File: config.mk
export PLATFORM = sky130hd
export DESIGN_NAME = pll_bringup_seq
export DESIGN_NICKNAME = d
export VERILOG_FILES = /design/src/rtl/pllseq_pkg.sv /design/src/rtl/pllseq_timer.sv /design/src/rtl/pllseq_slot_pick.sv /design/src/rtl/pll_bringup_seq.sv
export SDC_FILE = /design/constraint.sdc
export NUM_CORES = 1
export LEC_CHECK = 0
export BUFFER_PORTS_ARGS = -buffer_cell sky130_fd_sc_hd__buf_4
export CELL_PAD_IN_SITES_DETAIL_PLACEMENT = 0
export CELL_PAD_IN_SITES_GLOBAL_PLACEMENT = 2
export CORE_MARGIN = 4
export CORE_UTILIZATION = 33
export CTS_BUF_LIST = sky130_fd_sc_hd__clkbuf_8
export DETAILED_ROUTE_END_ITERATION = 8
export PLACE_DENSITY = 0.82
export SLEW_MARGIN = 20
export SYNTH_ARGS = -nofsm -noshare
export SYNTH_HDL_FRONTEND = slang
export SYNTH_SLANG_ARGS = --single-unit
File: constraint.sdc
create_clock -name clk -period 4.4 [get_ports clk]
set_clock_uncertainty 0.2 [all_clocks]
set_input_delay 0.44 -clock clk [delete_from_list [all_inputs] [get_ports clk]]
set_output_delay 0.44 -clock clk [all_outputs]
set_load 0.02 [all_outputs]
File: src/rtl/pllseq_pkg.sv
package pllseq_pkg;

    localparam int NUM_ODIV = 5;
    localparam int NUM_SLOT = 2 + NUM_ODIV;

    localparam logic [11:0] OFS_CTRL = 12'h100;
    localparam logic [11:0] OFS_MULT = 12'h110;
    localparam logic [11:0] OFS_CMD  = 12'h138;
    localparam logic [11:0] OFS_STAT = 12'h13C;

    localparam int B_PLLEN  = 0;
    localparam int B_PWRDN  = 1;
    localparam int B_RST    = 3;
    localparam int B_DIS    = 4;
    localparam int B_ENSRC  = 5;
    localparam int B_CKMODE = 8;

    typedef enum logic [4:0] {
        S_IDLE,
        S_RD_CTRL,
        S_CLR_CKMODE,
        S_CLR_ENSRC,
        S_CLR_PLLEN,
        S_WAIT_BYP,
        S_SET_RST,
        S_SET_DIS,
        S_CLR_PWDN,
        S_CLR_DIS,
        S_WR_MULT,
        S_WR_DIV,
        S_GO_CMD,
        S_POLL_STAT,
        S_CLR_RST,
        S_WAIT_LOCK,
        S_SET_PLLEN,
        S_DONE
    } seq_state_t;

    // slot 0 = pre-divider, 1 = post-divider, 2..6 = output dividers 1..5
    function automatic logic [11:0] slot_offset(input int unsigned slot);
        case (slot)
            0:       return 12'h114;
            1:       return 12'h128;
            2:       return 12'h118;
            3:       return 12'h11C;
            4:       return 12'h120;
            5:       return 12'h160;
            default: return 12'h164;
        endcase
    endfunction

endpackage

File: src/rtl/pllseq_timer.sv
module pllseq_timer #(
    parameter int CNT_W = 13
) (
    input  logic             clk,
    input  logic             rst_n,
    input  logic             load,
    input  logic [CNT_W-1:0] load_val,
    output logic             zero
);
    logic [CNT_W-1:0] cnt_q;

    always_ff @(posedge clk) begin
        if (!rst_n)               cnt_q <= '0;
        else if (load)            cnt_q <= load_val;
        else if (cnt_q != '0)     cnt_q <= cnt_q - 1'b1;
    end

    assign zero = (cnt_q == '0);

    // once expired, the timer stays expired until reloaded
    timer_hold_chk: assert property (@(posedge clk) disable iff (!rst_n)
        zero && !load |=> zero);

endmodule

File: src/rtl/pllseq_slot_pick.sv
module pllseq_slot_pick #(
    parameter int NSLOT  = 7,
    parameter int SLOT_W = $clog2(NSLOT)
) (
    input  logic [NSLOT-1:0]  mask,
    input  logic [SLOT_W:0]   from,
    output logic              found,
    output logic [SLOT_W-1:0] idx
);
    always_comb begin
        found = 1'b0;
        idx   = '0;
        for (int i = NSLOT - 1; i >= 0; i--) begin
            if (mask[i] && (i >= int'(from))) begin
                found = 1'b1;
                idx   = SLOT_W'(i);
            end
        end
    end

    // a picked slot is always a configured one at or after the start point
    always_comb begin
        if (found) begin
            pick_valid_chk: assert (mask[idx] && (int'(idx) >= int'(from)));
        end
    end

endmodule

File: src/rtl/pll_bringup_seq.sv
module pll_bringup_seq
    import pllseq_pkg::*;
#(
    parameter int ADDR_W   = 32,
    parameter int MULT_W   = 9,
    parameter int DIV_W    = 5,
    parameter int BYP_CYC  = 4,
    parameter int LOCK_CYC = 8000
) (
    input  logic                     clk,
    input  logic                     rst_n,
    input  logic                     start,
    input  logic [ADDR_W-1:0]        base_addr,
    input  logic [MULT_W-1:0]        cfg_mult,
    input  logic [DIV_W-1:0]         cfg_prediv,
    input  logic                     cfg_prediv_vld,
    input  logic [DIV_W-1:0]         cfg_postdiv,
    input  logic                     cfg_postdiv_vld,
    input  logic [NUM_ODIV*DIV_W-1:0] cfg_odiv,
    input  logic [NUM_ODIV-1:0]      cfg_odiv_vld,
    output logic                     bus_req,
    output logic                     bus_we,
    output logic [ADDR_W-1:0]        bus_addr,
    output logic [31:0]              bus_wdata,
    input  logic [31:0]              bus_rdata,
    input  logic                     bus_ack,
    output logic                     busy,
    output logic                     done
);
    localparam int SLOT_W   = $clog2(NUM_SLOT);
    localparam int WAIT_MAX = (BYP_CYC > LOCK_CYC) ? BYP_CYC : LOCK_CYC;
    localparam int CNT_W    = $clog2(WAIT_MAX + 1);

    seq_state_t        state_q, state_d;
    logic [31:0]       shadow_q;
    logic [ADDR_W-1:0] base_q;
    logic [MULT_W-1:0] mult_q;
    logic [DIV_W-1:0]  ratio_q [NUM_SLOT];
    logic [NUM_SLOT-1:0] vld_q;
    logic [SLOT_W-1:0] slot_q;

    logic              xfer;
    logic              go_armed;
    logic [SLOT_W:0]   pick_from;
    logic              pick_found;
    logic [SLOT_W-1:0] pick_idx;
    logic              tmr_load;
    logic [CNT_W-1:0]  tmr_val;
    logic              tmr_zero;
    logic [MULT_W-1:0] mult_m1;
    logic [DIV_W-1:0]  ratio_m1;

    assign xfer      = bus_req && bus_ack;
    assign go_armed  = |vld_q[NUM_SLOT-1:2];
    assign pick_from = (state_q == S_WR_DIV) ? ({1'b0, slot_q} + 1'b1) : '0;
    assign mult_m1   = mult_q - 1'b1;
    assign ratio_m1  = ratio_q[slot_q] - 1'b1;
    assign tmr_load  = bus_ack && ((state_q == S_CLR_PLLEN) || (state_q == S_CLR_RST));
    assign tmr_val   = (state_q == S_CLR_PLLEN) ? CNT_W'(BYP_CYC - 1) : CNT_W'(LOCK_CYC - 1);

    pllseq_slot_pick #(.NSLOT(NUM_SLOT), .SLOT_W(SLOT_W)) u_pick (
        .mask  (vld_q),
        .from  (pick_from),
        .found (pick_found),
        .idx   (pick_idx)
    );

    pllseq_timer #(.CNT_W(CNT_W)) u_timer (
        .clk      (clk),
        .rst_n    (rst_n),
        .load     (tmr_load),
        .load_val (tmr_val),
        .zero     (tmr_zero)
    );

    // next-state logic
    always_comb begin
        state_d = state_q;
        unique case (state_q)
            S_IDLE:       if (start) state_d = S_RD_CTRL;
            S_RD_CTRL:    if (xfer) state_d = S_CLR_CKMODE;
            S_CLR_CKMODE: if (xfer) state_d = S_CLR_ENSRC;
            S_CLR_ENSRC:  if (xfer) state_d = S_CLR_PLLEN;
            S_CLR_PLLEN:  if (xfer) state_d = S_WAIT_BYP;
            S_WAIT_BYP:   if (tmr_zero) state_d = S_SET_RST;
            S_SET_RST:    if (xfer) state_d = S_SET_DIS;
            S_SET_DIS:    if (xfer) state_d = S_CLR_PWDN;
            S_CLR_PWDN:   if (xfer) state_d = S_CLR_DIS;
            S_CLR_DIS:    if (xfer) state_d = S_WR_MULT;
            S_WR_MULT, S_WR_DIV: begin
                if (xfer) begin
                    if (pick_found)    state_d = S_WR_DIV;
                    else if (go_armed) state_d = S_GO_CMD;
                    else               state_d = S_CLR_RST;
                end
            end
            S_GO_CMD:     if (xfer) state_d = S_POLL_STAT;
            S_POLL_STAT:  if (xfer && !bus_rdata[0]) state_d = S_CLR_RST;
            S_CLR_RST:    if (xfer) state_d = S_WAIT_LOCK;
            S_WAIT_LOCK:  if (tmr_zero) state_d = S_SET_PLLEN;
            S_SET_PLLEN:  if (xfer) state_d = S_DONE;
            S_DONE:       state_d = S_IDLE;
            default:      state_d = S_IDLE;
        endcase
    end

    // state register and datapath
    always_ff @(posedge clk) begin
        if (!rst_n) begin
            state_q  <= S_IDLE;
            shadow_q <= '0;
            base_q   <= '0;
            mult_q   <= '0;
            vld_q    <= '0;
            slot_q   <= '0;
            for (int i = 0; i < NUM_SLOT; i++) ratio_q[i] <= '0;
        end else begin
            state_q <= state_d;
            if (state_q == S_IDLE && start) begin
                base_q     <= base_addr;
                mult_q     <= cfg_mult;
                ratio_q[0] <= cfg_prediv;
                ratio_q[1] <= cfg_postdiv;
                vld_q[0]   <= cfg_prediv_vld;
                vld_q[1]   <= cfg_postdiv_vld;
                for (int k = 0; k < NUM_ODIV; k++) begin
                    ratio_q[k+2] <= cfg_odiv[k*DIV_W +: DIV_W];
                    vld_q[k+2]   <= cfg_odiv_vld[k];
                end
            end
            if (xfer && state_q == S_RD_CTRL) shadow_q <= bus_rdata;
            if (xfer && bus_we && bus_addr == base_q + ADDR_W'(OFS_CTRL)) shadow_q <= bus_wdata;
            if (xfer && (state_q == S_WR_MULT || state_q == S_WR_DIV) && pick_found)
                slot_q <= pick_idx;
        end
    end

    // outputs
    always_comb begin
        bus_req   = 1'b0;
        bus_we    = 1'b0;
        bus_addr  = base_q + ADDR_W'(OFS_CTRL);
        bus_wdata = shadow_q;
        unique case (state_q)
            S_RD_CTRL: bus_req = 1'b1;
            S_CLR_CKMODE: begin
                bus_req = 1'b1; bus_we = 1'b1;
                bus_wdata = shadow_q & ~(32'h1 << B_CKMODE);
            end
            S_CLR_ENSRC: begin
                bus_req = 1'b1; bus_we = 1'b1;
                bus_wdata = shadow_q & ~(32'h1 << B_ENSRC);
            end
            S_CLR_PLLEN: begin
                bus_req = 1'b1; bus_we = 1'b1;
                bus_wdata = shadow_q & ~(32'h1 << B_PLLEN);
            end
            S_SET_RST: begin
                bus_req = 1'b1; bus_we = 1'b1;
                bus_wdata = shadow_q | (32'h1 << B_RST);
            end
            S_SET_DIS: begin
                bus_req = 1'b1; bus_we = 1'b1;
                bus_wdata = shadow_q | (32'h1 << B_DIS);
            end
            S_CLR_PWDN: begin
                bus_req = 1'b1; bus_we = 1'b1;
                bus_wdata = shadow_q & ~(32'h1 << B_PWRDN);
            end
            S_CLR_DIS: begin
                bus_req = 1'b1; bus_we = 1'b1;
                bus_wdata = shadow_q & ~(32'h1 << B_DIS);
            end
            S_WR_MULT: begin
                bus_req = 1'b1; bus_we = 1'b1;
                bus_addr  = base_q + ADDR_W'(OFS_MULT);
                bus_wdata = {24'h0, mult_m1[7:0]};
            end
            S_WR_DIV: begin
                bus_req = 1'b1; bus_we = 1'b1;
                bus_addr  = base_q + ADDR_W'(slot_offset(int'(slot_q)));
                bus_wdata = 32'h8000 | 32'(ratio_m1);
            end
            S_GO_CMD: begin
                bus_req = 1'b1; bus_we = 1'b1;
                bus_addr  = base_q + ADDR_W'(OFS_CMD);
                bus_wdata = 32'h1;
            end
            S_POLL_STAT: begin
                bus_req  = 1'b1;
                bus_addr = base_q + ADDR_W'(OFS_STAT);
            end
            S_CLR_RST: begin
                bus_req = 1'b1; bus_we = 1'b1;
                bus_wdata = shadow_q & ~(32'h1 << B_RST);
            end
            S_SET_PLLEN: begin
                bus_req = 1'b1; bus_we = 1'b1;
                bus_wdata = shadow_q | (32'h1 << B_PLLEN);
            end
            default: ;
        endcase
    end

    assign busy = (state_q != S_IDLE);
    assign done = (state_q == S_DONE);


    req_hold_chk: assert property (@(posedge clk) disable iff (!rst_n)
        bus_req && !bus_ack |=> bus_req && $stable(bus_we) && $stable(bus_addr) && $stable(bus_wdata));


    done_pulse_chk: assert property (@(posedge clk) disable iff (!rst_n)
        done |=> !done && !busy);


    busy_cause_chk: assert property (@(posedge clk) disable iff (!rst_n)
        $rose(busy) |-> $past(start));


    go_needs_odiv_chk: assert property (@(posedge clk) disable iff (!rst_n)
        bus_req && bus_we && (bus_addr == base_q + ADDR_W'(OFS_CMD)) |-> go_armed);

endmodule

Yosys cells after proc, flatten, opt, wreduce, memory -nomap -nowiden
Memory sizes are Yosys's and may differ from the RTL's. A register that Yosys moved wholly into a read port is not among the register bits.
Index checks and enable logic that the tools add are counted.

storage, ports and cells
  bits of input ports = 119
  register bits after elaboration = 100
  bits in latches = 0
  output and inout port bits = 68
  memories kept = 1
  memory bits (read-only) = 0
  bits in writable memories = 35
  logic and storage cells = 159

operators by class
  eq/ne operators = 39
  shift-type cells = 0
  bitwise gates (word level) = 7
  add/subtract/negate cells = 9
  order comparisons = 7
  multipliers = 0
  reductions and logical operators = 31
  divide/modulo/power cells = 0
  multiplexer cells = 58

memories
  name     words  bits a word  read ports  clocked after Yosys merged registers in  wr ports  RTL line               source
  ratio_q  7      5            1           1                                        7         pll_bringup_seq.sv:38  logic [DIV_W-1:0] ratio_q [NUM_SLOT];

operator list
  kind                                                                  number
  32-bit one-hot mux with 12 select lines                               1
  32-bit by 9-bit adder with 32-bit output, second input constant       4
  32-bit one-hot mux with 4 select lines                                1
  5-bit 2-to-1 mux                                                      23
  5-bit one-hot mux with 16 select lines                                1
  32-bit 2-to-1 mux                                                     2
  7-bit one-hot mux with 6 select lines                                 1
  5-bit by 4-bit == test with 1-bit output, second input constant       8
  13-bit 2-to-1 mux                                                     3
  32-bit by 12-bit adder with 32-bit output                             1
  32-bit == test                                                        1
  2-bit inequality test, second input constant                          16
  3-bit 2-to-1 mux                                                      10
  5-bit by 3-bit == test with 1-bit output, second input constant       4
  1-bit logical AND                                                     16
  16-bit AND reduction                                                  1
  14-bit OR reduction                                                   1
  13-bit zero test                                                      1
  1-bit 2-to-1 mux                                                      13
  13-bit nonzero test                                                   1
  13-bit by 1-bit subtractor with 13-bit output, second input constant  1
  3-bit by 4-bit >= comparator with 1-bit output, first input constant  3
  12-bit 2-to-1 mux                                                     1
  12-bit OR reduction                                                   1
  22 further kinds                                                      36

Longest topological paths before layout
Gate-level depths: netlist of the first run.

  word-level depth = 14
  mapped depth = 16
  gate-level depth less buffers = 14

By module
A second synthesis of the first run with hierarchy kept.

unflattened totals
  cell total of the unflattened synthesis = 1078
  area total of the unflattened synthesis = 9095.0 um2

modules (own cells, without submodules)
  module            area each (um2)  cells an instance  sequential area each (um2)  times used
  pll_bringup_seq   8106.5           959                2852.7                      1
  pllseq_timer      792.0            89                 260.2                       1
  pllseq_slot_pick  196.4            30                 0.0                         1

Worst setup path before layout of the first run
No wires, ideal clock.

  path kind = reg2out
  start = register state_q[1]
  end = output bus_addr[23]
  cell stages (with the launch flop) = 14
  data arrival time = 3.314 ns
  path slack = 0.446 ns
  cell sequence = dfxtp_1 > buf_2 > buf_2 > clkbuf_1 > or3_1 > o21ai_0 > ha_1 > a21oi_1 > o21bai_1 > a31oi_1 > clkbuf_1 > o21ai_0 > and3_1 > o21ai_0

on the way
  word-level cells in the longest chain between the ends = 2
  elaborated cells between the ends (all ways) = 5
  classes of those cells = eq/ne: 4; mux: 1

RTL lines
  what                                      RTL line                source
  start, declared                           pll_bringup_seq.sv:34   seq_state_t state_q, state_d;
  start signal, assigned                    pll_bringup_seq.sv:118  state_q <= state_d;
  5-bit by 4-bit == test with 1-bit output  pll_bringup_seq.sv:144  unique case (state_q)
  32-bit one-hot mux with 4 select lines *  pll_bringup_seq.sv:144
  end, declared                             pll_bringup_seq.sv:23   output logic [ADDR_W-1:0] bus_addr,

Mark *: on every way between the ends. The rest lies on a longest branch, timed or not.

Worst setup path in the final report of the first run
  start = register state_q[0]
  end = output bus_addr[28]

Same word-level chain as after synthesis.

==> results of run 1 <==
synth_stat cells (6+ instances only):
cell type and count:
sky130_fd_sc_hd__and2_1 63, sky130_fd_sc_hd__mux2i_1 17, sky130_fd_sc_hd__a22o_1 66, sky130_fd_sc_hd__dfxtp_1 103, sky130_fd_sc_hd__nor2_1 66, sky130_fd_sc_hd__nor3_1 24
sky130_fd_sc_hd__o211ai_1 7, sky130_fd_sc_hd__nand2b_1 18, sky130_fd_sc_hd__a31oi_1 11, sky130_fd_sc_hd__o31ai_1 13, sky130_fd_sc_hd__a21o_1 9, sky130_fd_sc_hd__or3_1 11
sky130_fd_sc_hd__nand4_1 13, sky130_fd_sc_hd__edfxtp_1 35, sky130_fd_sc_hd__a21oi_1 75, sky130_fd_sc_hd__xor2_1 26, sky130_fd_sc_hd__nand2_1 96, sky130_fd_sc_hd__o22ai_1 6
sky130_fd_sc_hd__buf_1 6, sky130_fd_sc_hd__nand3_1 24, sky130_fd_sc_hd__xnor2_1 21, sky130_fd_sc_hd__o211a_1 11, sky130_fd_sc_hd__a211oi_1 11, sky130_fd_sc_hd__o221ai_1 8
sky130_fd_sc_hd__o21ai_0 78, sky130_fd_sc_hd__buf_2 6, sky130_fd_sc_hd__ha_1 19, sky130_fd_sc_hd__and3_1 7, sky130_fd_sc_hd__clkbuf_1 60, sky130_fd_sc_hd__inv_1 31
cells by family after synthesis:
group,Yosys count,synth area share [%]
simple gates,354,20.6
compound gates,347,27.4
flops,138,35.5
buf+inv,109,5.09
xor+xnor,47,4.69
mux,26,3.74
fa+ha+maj,20,2.94
where the power goes:
| group | internal, W | total (W) | switching, W |
|---|---|---|---|
| registers | 0.00158 | 0.00182 | 0.000233 |
| clock network | 0.000546 | 0.00118 | 0.000636 |
| logic | 0.000920 | 0.00211 | 0.00120 |
| total | 0.00305 | 0.00511 | 0.00206 |
layout make-up:
type / count / share of cell area [%]
sequential: 138 / 26.7
multi-input combinational: 794 / 45.1
tap: 335 / 3.59
clock buffer: 18 / 2.12
timing repair buffer: 286 / 19.9
clock inverter: 14 / 1.53
inverter: 32 / 1.03
flip-flops by register name, indices dropped and copies added, names as in the netlist, named ones only:
register and cells:
ratio_q 35, base_q 32, shadow_q 32, u_timer.cnt_q 13, mult_q 8, vld_q 7, state_q 5, slot_q 3
metal layers:
layer	global-route usage, %	wire length (um)	vias up
met2	34.4	14500	312
li1	-	-	4307
met1	27.7	13800	4187
met3	3.79	1690	55
met5	0	0	-
met4	7.23	902	0
per-stage QoR:
step / total power (W) / hold WS, ps
floorplan: 0.00316 / 234
global placement: 0.00388 / 248
detailed placement: 0.00390 / 249
CTS: 0.00515 / 7.69
global route: 0.00543 / 25.3
finish: 0.00511 / 27.9
path summary, 6_finish.rpt:
check	slack, ps	start	endpoint	cells after the start
max reg2reg	280	slot_q[0]	shadow_q[2]	14
min	30	base_addr[8]	base_q[8]	3
min reg2reg	280	shadow_q[18]	shadow_q[18]	1
max	160	state_q[0]	bus_addr[28]	10
timing repair:
item                                    CTS  global route
hold buffers                             67             0
resized for setup                         3            13
hold endpoints to repair                 67             0
pin swaps                                 1             2
endpoints found under the setup margin    8            12
worst reg2reg max path: cells and delay by family, from the launching register on:
family                   cells  cell delay, ps
AO/OA/AOI/OAI                6            1390
flip-flops                   1             370
adder cells (fa/ha/maj)      4            1010
XOR/XNOR                     1             240
AND/OR/NAND/NOR              3             830
==> impl_results.rst, run 1 <==
.. list-table::
   :header-rows: 1

   * - Metric
     - Value
   * - Iteration count of the initial detailed-routing pass
     - 5
   * - Path type of the worst min-delay path
     - in2reg
   * - Placed inst area
     - 10500 um^2
   * - Count of placed standard cells including taps
     - 1518
   * - Data arrival time of the critical path
     - 3600 ps
   * - Share of Yosys cell area claimed by the top area cell type
     - 23.5%
   * - Worst path required time
     - 3760 ps
   * - Die H
     - 171 um
   * - Global route total overflow
     - 0
   * - Area of the die
     - 29200 um^2
   * - Buffering stage count on the worst path with inverters included
     - 3
   * - Synth Warn #
     - 0
   * - Fraction of final layout cells sized beyond drive strength 1
     - 22.9%
   * - Half-perimeter wire length of the detailed placement result
     - 22.1 mm
   * - Most frequent cell on the critical path
     - sky130_fd_sc_hd__buf_4
   * - Period utilisation layout
     - 96.3%
   * - Top cell family by delay on the critical path
     - simple AND/OR/NAND/NOR gates
   * - Summed area of non-filler cells in the final layout
     - 11700 um^2
   * - Seq/Total Area, Yosys
     - 35.5%
   * - Boundary Pins
     - 187
   * - Result of the run
     - complete, no violations
   * - Starting density of the core
     - 33.6%
   * - Setup-violating endpoint count in the final report
     - 0
   * - Via/cell ratio
     - 5.48
   * - Cts bufs inserted
     - 17
   * - Non-filler cells, final
     - 1617
   * - Nets in the synthesized netlist
     - 1180
   * - Floorplan Core Area
     - 26100 um^2
   * - Fin crit period
     - 4240 ps
   * - Row count
     - 59
   * - Pin count of the biggest net entering global routing
     - 41
   * - Crit path launch type
     - register
   * - Clk buf depth
     - 2
   * - Number of antenna violations at the first check in global routing
     - 0
   * - Delay of the slowest cell on the worst path
     - 520 ps
   * - Highest-count cells in the layout ignoring fill and taps
     - sky130_fd_sc_hd__buf_4 (218), sky130_fd_sc_hd__dfxtp_1 (100), sky130_fd_sc_hd__nand2_1 (96)
   * - Most common cell after layout, fill and taps aside
     - sky130_fd_sc_hd__buf_4
   * - Cell leakage power
     - 4.85 nW
   * - Overall via count from detail_route
     - 8861
   * - DR DRC count
     - 0
   * - Post-synthesis cell type count
     - 82
   * - List of cells traversed by the critical path
     - buf_4 > nor3_1 > nand3_1 > buf_4 > o22ai_1 > a21oi_1 > o21ai_0 > nand3_1 > xnor2_1 > buf_4
   * - Antenna violation net count after detailed routing
     - 0
   * - Ys async rst share
     - 0%
   * - Average instance area after synthesis
     - 8.42 um^2
   * - Crit. End Element
     - primary output
   * - Post-synth top flop
     - sky130_fd_sc_hd__dfxtp_1
   * - Clock tree from TritonCTS
     - yes
   * - Synth-to-Final Area Change
     - 33.1%
   * - Number of cells produced by synthesis
     - 1041
   * - Peak supply drop
     - 0.000244 V
   * - Post-synth EDFFs
     - 35
   * - Via count of the first global-routing pass
     - 8814
   * - Root buf cell
     - sky130_fd_sc_hd__clkbuf_8
   * - Routability cong.
     - 0.909
   * - Number of setup buffers added after CTS
     - 0
   * - Layout fillers
     - 2591
   * - Clock latency of the later-clocked register in the worst-skew pair
     - 470 ps
   * - Post-CTS clock slew at the launch and capture registers of the worst setup and hold paths
     - 110 ps
   * - Max cap viols
     - 0
   * - Max transition margin
     - 31.4%
   * - Pin slew with the least headroom to its limit
     - 1020 ps
   * - Area contributors post-synth
     - sky130_fd_sc_hd__dfxtp_1 (24%), sky130_fd_sc_hd__edfxtp_1 (12%), sky130_fd_sc_hd__a22o_1 (6.6%), sky130_fd_sc_hd__and2_1 (4.5%), sky130_fd_sc_hd__o21ai_0 (4.5%)
   * - Aggregate global-route resource usage
     - 20.9%
   * - Cell type with the largest total area after synthesis
     - sky130_fd_sc_hd__dfxtp_1
   * - Width of the die
     - 171 um
   * - Timing-limited maximum frequency
     - 236 MHz
   * - First-pass GRT wire length
     - 48.5 mm
   * - Register bit count reported by yosys
     - 138
   * - CTS sink cnt
     - 138
   * - Post-Syn Area
     - 8770 um^2
   * - Initial drt markers
     - 651
   * - Average wire per standard cell
     - 19.1 um
   * - Number of H-tree levels
     - 4
   * - Area taken by flip-flops and latches
     - 3120 um^2
   * - Number of antenna diodes
     - 0
   * - Setup Slack @ Placement
     - 228 ps
   * - Area taken by multi-input logic gates
     - 5270 um^2
   * - Post-route setup slack
     - 162 ps
   * - Class of the most critical setup path
     - reg2out
   * - Setup total negative slack
     - 0 ps
   * - Largest fanout of any net on the critical path
     - 32
   * - Unrepaired setup endpoints after global routing
     - yes
   * - Critical Path Slowest Stage Cell
     - sky130_fd_sc_hd__o22ai_1
   * - Final design utilization
     - 44.7%
   * - Number of input and output port buffers inserted
     - 185
   * - Pwr Density
     - 438 nW/um^2
   * - Total wire length after detailed routing
     - 30.9 mm
   * - Final hold violations
     - 0
   * - Max Transition Viols Final
     - 0
   * - Fin nets
     - 1408
(Power assumes the default switching activity.)
==> run 2: changes to the inputs <==
Clock period 4.4 ns to 4.7 ns, I/O delays scaled along.
==> run 2 against run 1 <==
Net effect: total power decreased by 8.2%; first-iteration DRC count decreased by 2.6%; clock power decreased by 13%; worst setup slack improved by 160 ps; die area unchanged; core utilization decreased by 0.82 points; largest power group unchanged.
==> impl_results.rst, run 2 (synthesis gave the netlist of run 1 again) <==
.. list-table::
   :header-rows: 1

   * - Metric
     - Value
   * - Final design utilization
     - 43.8% (-0.82 points)
   * - Regs by FF count
     - ratio_q: 35 flops, base_q: 32 flops, shadow_q: 32 flops
   * - Iteration count of the initial detailed-routing pass
     - 5 (unchanged)
   * - Count of placed standard cells including taps
     - 1518 (unchanged)
   * - Number of setup buffers added after CTS
     - 0 (unchanged)
   * - Switching component of the power
     - 0.00192 W (-7.0%)
   * - FF-to-FF End
     - shadow_q[13]
   * - Via/cell ratio
     - 5.45 (-0.63%)
   * - Fin crit period
     - 4380 ps
   * - Max transition margin
     - 33.1% (+1.8 points)
   * - Timing startpoint of the critical path
     - slot_q[1]
   * - Path type of the worst min-delay path
     - in2reg
   * - Number of antenna violations at the first check in global routing
     - 0 (unchanged)
   * - Cts bufs inserted
     - 17 (unchanged)
   * - Levels on crit path
     - 13 (+3)
   * - Final Total Pwr
     - 0.00470 W (-8.2%)
   * - Global route total overflow
     - 0 (unchanged)
   * - Max Transition Viols Final
     - 0 (unchanged)
   * - Result of the run
     - complete, no violations
   * - Max cap viols
     - 0 (unchanged)
   * - Area of the die
     - 29200 um^2 (unchanged)
   * - Number of input and output port buffers inserted
     - 185 (unchanged)
   * - Worst path required time
     - 4030 ps (+270 ps)
   * - Initial drt markers
     - 634 (-2.6%)
   * - Final hold violations
     - 0 (unchanged)
   * - Clk buf depth
     - 2 (unchanged)
   * - Largest fanout of any net on the critical path
     - 5 (-84%)
   * - Switching part of the total
     - 40.9% (+0.51 points)
   * - Setup slack on the worst flop-to-flop path
     - 490 ps (+210 ps)
   * - Row count
     - 59 (unchanged)
   * - Cell leakage power
     - 4.78 nW (-1.4%)
   * - Sequential share of power
     - 36.1% (+0.6 points)
   * - Top cell family by delay on the critical path
     - compound AO/OA/AOI/OAI gates
   * - Synth-to-Final Area Change
     - 30.6%
   * - Antenna violation net count after detailed routing
     - 0 (unchanged)
   * - Fin nets
     - 1394 (-0.99%)
   * - Max reg flops
     - 35 (unchanged)
   * - Period utilisation layout
     - 93.2%
   * - List of cells traversed by the critical path
     - inv_1 > ha_1 > a211oi_1 > nand2_1 > ha_1 > fa_1 > a32oi_2 > a21oi_2 > a21oi_1 > o21ai_0 > nand3_1 > xnor2_1 > buf_4
   * - Highest-count cells in the layout ignoring fill and taps
     - sky130_fd_sc_hd__buf_4 (219), sky130_fd_sc_hd__dfxtp_1 (102), sky130_fd_sc_hd__nand2_1 (96)
   * - Most flop-heavy register
     - ratio_q
   * - Reg2reg start
     - slot_q[1]
   * - Delay of the slowest cell on the worst path
     - 450 ps (-70 ps)
   * - Setup total negative slack
     - 0 ps (unchanged)
   * - Setup-violating endpoint count in the final report
     - 0 (unchanged)
   * - Fraction of final layout cells sized beyond drive strength 1
     - 22.5% (-0.38 points)
   * - Buffering stage count on the worst path with inverters included
     - 2 (-1)
   * - Critical path capture point
     - bus_addr[12]
   * - Number of antenna diodes
     - 0 (unchanged)
   * - Internal power component
     - 0.00278 W (-8.9%)
   * - Part of the total power dissipated in combinational logic
     - 42.0% (+0.7 points)
   * - Class of the most critical setup path
     - reg2out
   * - Total wire length after detailed routing
     - 31.1 mm (+0.52%)
   * - Timing-limited maximum frequency
     - 228 MHz
   * - R2R depth
     - 14 (unchanged)
   * - CTS sink cnt
     - 138 (unchanged)
   * - Clock share of power
     - 21.9% (-1.2 points)
   * - Pin slew with the least headroom to its limit
     - 990 ps (-31.9 ps)
   * - First-pass GRT wire length
     - 49.0 mm (+0.95%)
   * - Boundary Pins
     - 187 (unchanged)
   * - Routability cong.
     - 0.878 (-3.4%)
   * - Aggregate global-route resource usage
     - 21.1% (+0.18 points)
   * - Die H
     - 171 um (unchanged)
   * - Clock tree from TritonCTS
     - yes
   * - Pin count of the biggest net entering global routing
     - 41 (unchanged)
   * - Root buf cell
     - sky130_fd_sc_hd__clkbuf_8
   * - Clock latency of the later-clocked register in the worst-skew pair
     - 470 ps (about the same)
   * - Overall via count from detail_route
     - 8729 (-1.5%)
   * - Average wire per standard cell
     - 19.4 um (+1.4%)
   * - Crit path launch type
     - register
   * - Crit. End Element
     - primary output
   * - Width of the die
     - 171 um (unchanged)
   * - Half-perimeter wire length of the detailed placement result
     - 22.2 mm (+0.53%)
   * - Unrepaired setup endpoints after global routing
     - no
   * - Number of H-tree levels
     - 4 (unchanged)
   * - Floorplan Core Area
     - 26100 um^2 (unchanged)
   * - Non-filler cells, final
     - 1603 (-0.87%)
   * - Pwr Density
     - 410 nW/um^2 (-6.4%)
   * - Post-CTS clock slew at the launch and capture registers of the worst setup and hold paths
     - 90 ps (-20 ps)
   * - Most frequent cell on the critical path
     - sky130_fd_sc_hd__ha_1
   * - DR DRC count
     - 0 (unchanged)
   * - Peak supply drop
     - 0.000187 V (-24%)
   * - Number of cells on the worst hold path
     - 3 (unchanged)
   * - Starting density of the core
     - 33.6% (unchanged)
   * - Via count of the first global-routing pass
     - 8841 (+0.31%)
   * - Data arrival time of the critical path
     - 3710 ps (+110 ps)
   * - Critical Path Slowest Stage Cell
     - sky130_fd_sc_hd__a21oi_1
   * - Most common cell after layout, fill and taps aside
     - sky130_fd_sc_hd__buf_4
[run 2: tightest hold or removal path, stage by stage]
cell and delay [ps]:
sky130_fd_sc_hd__buf_4 80, sky130_fd_sc_hd__nand2_1 40, sky130_fd_sc_hd__o21ai_0 50
[run 2: cell type report]
type	instances	area (um^2)
well taps	335	419
inverters	32	120
flip-flops and latches	138	3110
fillers	2655	14700
clock inverters	15	155
clock buffers	17	234
multi-input cells	794	5240
repair buffers	272	2170
[run 2: metal layers]
metal | up-vias | wire, um | GRT usage, %
li1 | 4276 | - | -
met3 | 39 | 2010 | 4.46
met2 | 288 | 14600 | 35.1
met5 | - | 0 | 0
met4 | 0 | 679 | 6.30
met1 | 4126 | 13900 | 27.6
[run 2: worst min path at each step]
stage | from | end | slack, ps
after floorplan | shadow_q[10] | shadow_q[10] | 230
after global placement | shadow_q[17] | shadow_q[17] | 250
after detailed placement | shadow_q[24] | shadow_q[24] | 250
after CTS | base_addr[6] | base_q[6] | 0.7
after global routing | cfg_odiv_vld[3] | vld_q[5] | 3
final | cfg_odiv_vld[0] | vld_q[2] | 20
[run 2: through the flow]
step	worst slack, ps	hold WS [ps]	instance area (um^2)
floorplan	716	234	8770
global placement	347	248	10500
detailed placement	331	250	10500
CTS	202	0.688	11400
global route	16.0	3.46	11500
finish	319	24.6	11500
[run 2: power by group through the flow]
stage | Sequential (W) | Combinational [W] | Clock (W)
2_1_floorplan | 0.00162 | 0.00134 | 0
3_3_place_gp | 0.00171 | 0.00193 | 0
3_5_place_dp | 0.00172 | 0.00193 | 0
4_1_cts | 0.00169 | 0.00198 | 0.00105
5_1_grt | 0.00173 | 0.00218 | 0.00110
6_report | 0.00170 | 0.00197 | 0.00103
[run 2: repair_timing]
action	CTS	global route
setup endpoints to repair	0	29
resized for setup	0	5
hold endpoints to repair	53	0
hold buffers	53	0
